## src/rtl/pack_mode_pkg.sv

```systemverilog
package pack_mode_pkg;
    typedef enum logic [1:0] {
        MODE_NORMAL   = 2'd0,
        MODE_SLEEP    = 2'd1,
        MODE_REMOVED  = 2'd2,
        MODE_SHUTDOWN = 2'd3
    } pm_mode_e;
endpackage

```

## src/rtl/pm_sec_timer.sv

```systemverilog
module pm_sec_timer #(
    parameter int SEC_CLKS = 32768
) (
    input  logic clk,
    input  logic rst_n,
    input  logic en_i,
    output logic tick_o
);
    localparam int CW = (SEC_CLKS > 1) ? $clog2(SEC_CLKS) : 1;
    localparam logic [CW-1:0] LAST = CW'(SEC_CLKS - 1);

    logic [CW-1:0] cnt_d, cnt_q;

    always_comb begin
        cnt_d  = cnt_q;
        tick_o = 1'b0;
        if (!en_i) begin
            cnt_d = '0;
        end else if (cnt_q == LAST) begin
            cnt_d  = '0;
            tick_o = 1'b1;
        end else begin
            cnt_d = cnt_q + 1'b1;
        end
    end

    always_ff @(posedge clk or negedge rst_n) begin
        if (!rst_n) cnt_q <= '0;
        else        cnt_q <= cnt_d;
    end

    AST_TIMER_IDLE: assert property (@(posedge clk) disable iff (!rst_n)
        !en_i |=> (cnt_q == '0)) else $error("timer ran while idle");
endmodule

```

## src/rtl/pm_pres_filter.sv

```systemverilog
module pm_pres_filter (
    input  logic clk,
    input  logic rst_n,
    input  logic sample_i,
    input  logic pres_n_i,
    output logic removed_o
);
    typedef struct packed {
        logic last;
        logic stable;
    } filt_t;

    filt_t f_d, f_q;

    always_comb begin
        f_d = f_q;
        if (sample_i) begin
            f_d.last = pres_n_i;
            if (pres_n_i == f_q.last) f_d.stable = pres_n_i;
        end
    end

    always_ff @(posedge clk or negedge rst_n) begin
        if (!rst_n) f_q <= '{last: 1'b1, stable: 1'b1};
        else        f_q <= f_d;
    end

    assign removed_o = f_q.stable;

    AST_PRES_HOLD: assert property (@(posedge clk) disable iff (!rst_n)
        !sample_i |=> $stable(f_q.stable)) else $error("presence moved off strobe");
    AST_PRES_TWO: assert property (@(posedge clk) disable iff (!rst_n)
        (sample_i && pres_n_i != f_q.last) |=> $stable(f_q.stable)) else $error("single sample accepted");
endmodule

```

## src/rtl/pack_mode_ctrl.sv

```systemverilog
module pack_mode_ctrl
    import pack_mode_pkg::*;
#(
    parameter int SEC_CLKS = 32768,
    parameter int IVL_W    = 8
) (
    input  logic             clk,
    input  logic             rst_n,
    input  logic             pres_n_i,
    input  logic             no_removal_i,
    input  logic             wake_en_i,
    input  logic             wake_i,
    input  logic             fault_i,
    input  logic             sleep_cmd_i,
    input  logic             shutdown_cmd_i,
    input  logic [IVL_W-1:0] sleep_ivl_i,
    output logic [1:0]       mode_o,
    output logic             strobe_o,
    output logic             chg_en_o,
    output logic             dsg_en_o,
    output logic             zvc_en_o
);
    typedef struct packed {
        pm_mode_e         mode;
        logic             strobe;
        logic             fet_on;
        logic [IVL_W-1:0] ivl_cnt;
    } seq_t;

    seq_t r_d, r_q;
    logic sec_tick;
    logic pres_high;
    logic removal_seen;
    logic wake_hit;
    logic sleep_fire;
    logic [IVL_W-1:0] ivl_last;

    pm_sec_timer #(.SEC_CLKS(SEC_CLKS)) u_timer (
        .clk    (clk),
        .rst_n  (rst_n),
        .en_i   (r_q.mode != MODE_SHUTDOWN),
        .tick_o (sec_tick)
    );

    pm_pres_filter u_filt (
        .clk       (clk),
        .rst_n     (rst_n),
        .sample_i  (r_q.strobe),
        .pres_n_i  (pres_n_i),
        .removed_o (pres_high)
    );

    always_comb begin
        r_d          = r_q;
        removal_seen = pres_high && !no_removal_i;
        wake_hit     = fault_i || (wake_en_i && wake_i);
        ivl_last     = (sleep_ivl_i == '0) ? '0 : sleep_ivl_i - 1'b1;
        sleep_fire   = 1'b0;

        if (r_q.mode == MODE_SLEEP) begin
            if (sec_tick) begin
                if (r_q.ivl_cnt >= ivl_last) begin
                    r_d.ivl_cnt = '0;
                    sleep_fire  = 1'b1;
                end else begin
                    r_d.ivl_cnt = r_q.ivl_cnt + 1'b1;
                end
            end
        end else begin
            r_d.ivl_cnt = '0;
        end

        case (r_q.mode)
            MODE_NORMAL: begin
                if (shutdown_cmd_i)              r_d.mode = MODE_SHUTDOWN;
                else if (removal_seen)           r_d.mode = MODE_REMOVED;
                else if (sleep_cmd_i && !fault_i) r_d.mode = MODE_SLEEP;
            end
            MODE_SLEEP: begin
                if (shutdown_cmd_i)    r_d.mode = MODE_SHUTDOWN;
                else if (removal_seen) r_d.mode = MODE_REMOVED;
                else if (wake_hit)     r_d.mode = MODE_NORMAL;
            end
            MODE_REMOVED: begin
                if (shutdown_cmd_i)                     r_d.mode = MODE_SHUTDOWN;
                else if (no_removal_i || !pres_high)    r_d.mode = MODE_NORMAL;
            end
            default: r_d.mode = MODE_SHUTDOWN;
        endcase

        r_d.strobe = (r_d.mode != MODE_SHUTDOWN) &&
                     ((r_q.mode == MODE_SLEEP) ? sleep_fire : sec_tick);
        r_d.fet_on = (r_d.mode == MODE_NORMAL) || (r_d.mode == MODE_SLEEP);
    end

    always_ff @(posedge clk or negedge rst_n) begin
        if (!rst_n) begin
            r_q <= '{mode: MODE_REMOVED, strobe: 1'b0, fet_on: 1'b0, ivl_cnt: '0};
        end else begin
            r_q <= r_d;
        end
    end

    assign mode_o   = r_q.mode;
    assign strobe_o = r_q.strobe;
    assign chg_en_o = r_q.fet_on;
    assign dsg_en_o = r_q.fet_on;
    assign zvc_en_o = r_q.fet_on;

    AST_SHDN_STICKY: assert property (@(posedge clk) disable iff (!rst_n)
        (mode_o == 2'd3) |=> (mode_o == 2'd3)) else $error("left shutdown");
    AST_SHDN_QUIET: assert property (@(posedge clk) disable iff (!rst_n)
        (mode_o == 2'd3) |-> !strobe_o) else $error("strobe in shutdown");
    AST_FET_OFF: assert property (@(posedge clk) disable iff (!rst_n)
        (mode_o[1]) |-> !(chg_en_o || dsg_en_o || zvc_en_o)) else $error("fet on while off mode");
    AST_NONREM_STAY: assert property (@(posedge clk) disable iff (!rst_n)
        (no_removal_i && mode_o != 2'd2) |=> (mode_o != 2'd2)) else $error("removal while non-removable");
    AST_WAKE_GATED: assert property (@(posedge clk) disable iff (!rst_n)
        (mode_o == 2'd1 && !fault_i && !(wake_en_i && wake_i)) |=> (mode_o != 2'd0)) else $error("ungated wake");
    AST_SHDN_FIRST: assert property (@(posedge clk) disable iff (!rst_n)
        (shutdown_cmd_i) |=> (mode_o == 2'd3)) else $error("shutdown not taken");
endmodule

```

## config.mk

```make
export PLATFORM = sky130hd
export DESIGN_NAME = pack_mode_ctrl
export DESIGN_NICKNAME = d
export VERILOG_FILES = /design/src/rtl/pack_mode_pkg.sv /design/src/rtl/pm_sec_timer.sv /design/src/rtl/pm_pres_filter.sv /design/src/rtl/pack_mode_ctrl.sv
export SDC_FILE = /design/constraint.sdc
export NUM_CORES = 1
export LEC_CHECK = 0
export BUFFER_PORTS_ARGS = -buffer_cell sky130_fd_sc_hd__buf_2
export CAP_MARGIN = 5
export CORE_MARGIN = 2
export CORE_UTILIZATION = 37
export CTS_BUF_LIST = sky130_fd_sc_hd__clkbuf_2
export CTS_CLUSTER_SIZE = 14
export DETAILED_ROUTE_END_ITERATION = 10
export GPL_ROUTABILITY_DRIVEN = 0
export PLACE_DENSITY_LB_ADDON = 0.1
export SYNTH_ARGS = -nofsm -noshare
export SYNTH_HDL_FRONTEND = slang
export SYNTH_SLANG_ARGS = --single-unit
```

## constraint.sdc

```tcl
create_clock -name clk -period 2.5 [get_ports clk]
set_clock_uncertainty 0.05 [all_clocks]
set_input_delay 0.5 -clock clk [delete_from_list [all_inputs] [get_ports clk]]
set_output_delay 0.5 -clock clk [all_outputs]
set_load 0.05 [all_outputs]
```

==> run metrics <==
final worst path period need approximately 2.5 ns; Max Freq 0.4034 GHz; post-synth cell types 42; WP data required around 2.8 ns; dpl hpwl between 2000 and 3000 µm; worst slew pin tran about 0.64 ns; #FFs+latches synth 29; # setup viols final 0; register area share after synthesis slightly above 40%; unrepaired setup endpoints after global routing true; Critical Path AT approximately 2.7 ns; period utilization ~99%; Synth Cell Area between 1500 and 2000 µm²; crit end category flop; Yosys warnings 0; vias in the first global route about 1300; share of the synthesized area in the top cell type between 30% and 40%; asr flop ratio synth 100.0%; Startpoint Class primary input; register area roughly 730 µm²; clk_lat worst skew ~0.35 ns; Max H-tree Level 2; Worst Hold Class in -> async; Post-synth EDFFs 0; Max clock buf depth 2; Layout fillers 436; initial antenna violation count 0; gr usage total between 10 and 15%; IO buf count 22; clk slew on worst S/H paths 0.15 ns; Layout area overhead 22.14%; Worst Setup Path Type in -> reg; crit-path max FO 7; final core utilization 46.07%; max-slew violation count 0; Pwr Density around 420 nW/µm²; VDD IR max 0.1778 mV; I/O pin count 23; drt first pass iters 4; DRC Markers 0; via count about 1400; synthesized netlist cell count approximately 180; vias per cell about 5; ANT cells 0; clock root buffer clkbuf_2; hold buffers post-CTS 0; Post-Layout Inst Area 2147 µm²; global route overflow 0; clk sinks 29; die area 5319 µm²; Synth top cells by count dfrtp_1 (26), nor2_1 (24), ha_1 (11); initial DRC count 95; Post-layout nets 240; die width 72.93 µm; most frequent cell after synthesis dfrtp_1; floorplan core area between 4000 and 5000 µm²; largest net degree at the start of global routing 30; multi-input logic area approximately 1100 µm²; Yosys top cell by area dfrtp_1; FP Rows 25; Final Power 0.0008981 W; outcome completed; die height 72.93 µm; first-pass GRT wire length approximately 5800 µm; CTS Buf Count 5; CTS tree built; Worst slew margin roughly 57%; Post-DRT Antenna Nets 0; Synthesized Nets 205; area post-placement between 2000 and 2500 µm²; Leak 1.060 nW; dominant synthesized flop cell dfrtp_1; Hold Vio Cnt, Final 0; Starting Density 37.72%; syn avg cell area approximately 9.9 µm²; max cap viols 0; final WL about 3500 µm; Avg WL per Cell between 10 and 15 µm; main area contributors after synthesis dfrtp_1 (37%), ha_1 (7.8%), nor2_1 (5.1%); layout cells sized above 1 a little under a third
-- registers in the layout, summed over array words and instances, names as in the netlist --
| register | flops |
|---|---|
| r_q | 8 |
| strobe_o | 1 |
| u_timer.cnt_q | 15 |
| mode_o | 2 |
| chg_en_o | 1 |
| u_filt.f_q | 1 |
| u_filt.removed_o | 1 |
-- layer usage --
| layer | up-vias | part of all wire [%] | global-route usage [%] | wire, µm |
|---|---|---|---|---|
| met5 | - | 0 | 0 | 0 |
| met4 | 0 | 1.4 | 5.556 | 47 |
| met3 | 6 | 4.1 | 4.144 | 143 |
| met2 | 34 | 45 | 21.82 | 1542 |
| met1 | 637 | 50 | 18.96 | 1720 |
| li1 | 690 | - | - | - |
-- worst max-delay path: stages --
cell and delay, ns:
buf_8 0.10, inv_4 0.05, ha_4 0.12, nor2b_4 0.13
nand3b_1 0.10, or3_4 0.38, o21ai_2 0.07, ha_1 0.25
a211o_1 0.29, a31oi_4 0.21, o211ai_4 0.15, nor2_4 0.20
mux2_4 0.18
-- path summary, 6_finish.rpt --
kind	startpoint	end	slack, ns	cells after the start
max reg2reg	r_q[2]	r_q[0]	0.60	6
min reg2reg	u_timer.cnt_q[0]	u_timer.cnt_q[0]	0.45	1
min	rst_n	u_timer.cnt_q[9]	0.1	1
min in group clk	shutdown_cmd_i	chg_en_o	0.27	2
max in group asynchronous	rst_n	r_q[7]	1.88	1
max	sleep_ivl_i[1]	r_q[0]	0.02	13
-- area by class of cell --
cell class	instances	share of cell area, %
repair buffers	32	9.790
clock buffers	7	1.632
well taps	54	3.147
inverters	5	1.573
multi-input cells	139	49.71
clock inverters	1	0.1748
flip-flops and latches	29	33.97
-- logic make-up after synthesis --
group / after synthesis / synth area share (%)
simple gates: 82 / 27.19
compound gates: 27 / 10.96
mux: 3 / 2.064
flops: 29 / 41.49
xor+xnor: 15 / 7.474
fa+ha+maj: 11 / 7.829
buf+inv: 10 / 2.989
-- metrics by stage --
| stage | std cells | hold slack (ns) | setup WS [ns] | setup TNS (ns) |
|---|---|---|---|---|
| 3_3_place_gp | 255 | 0.4374 | -0.4142 | -3.410 |
| 4_1_cts | 265 | 0.09444 | -0.04945 | -0.2171 |
| 6_report | 267 | 0.09741 | 0.02088 | 0 |
| 3_5_place_dp | 255 | 0.4345 | -0.4514 | -3.757 |
| 5_1_grt | 267 | 0.1192 | -0.09755 | -0.6227 |
| 2_1_floorplan | 177 | 0.1544 | -0.1481 | -1.105 |
-- cells in the final DEF, fill, tap and decap left out, types with 2 or more instances in the layout --
master     n
xor2_1     7
nand2_1   10
nand4_1    2
nor3_1     3
buf_2     20
xnor2_1    8
and3_1     7
and4_1     3
inv_1      3
buf_4     10
ha_4       2
a211o_1    2
a21oi_1    4
o21ai_2    3
nand2b_1   3
nor2_1    24
dfrtp_1   26
nand3_2    2
nand3_1    3
o21ai_1    5
ha_1       9
o21ai_0    2
dfstp_2    3
nor2b_1    9
clkbuf_2   7
a22o_1     7
-- power by group --
group          switching [W]  leakage, nW  internal, W  total, W
sequential        0.00000905        0.389     0.000479  0.000488
combinational       0.000107        0.640    0.0000684  0.000175
clock               0.000160       0.0306    0.0000750  0.000235
-- repair_timing --
action                     4_1_cts  5_1_grt
setup endpoints to repair        7        9
gates cloned                     1        0
pin swaps                        8        9
setup buffers                    1        2
resized for setup                7        5
Power figures use the tool's default switching activity.
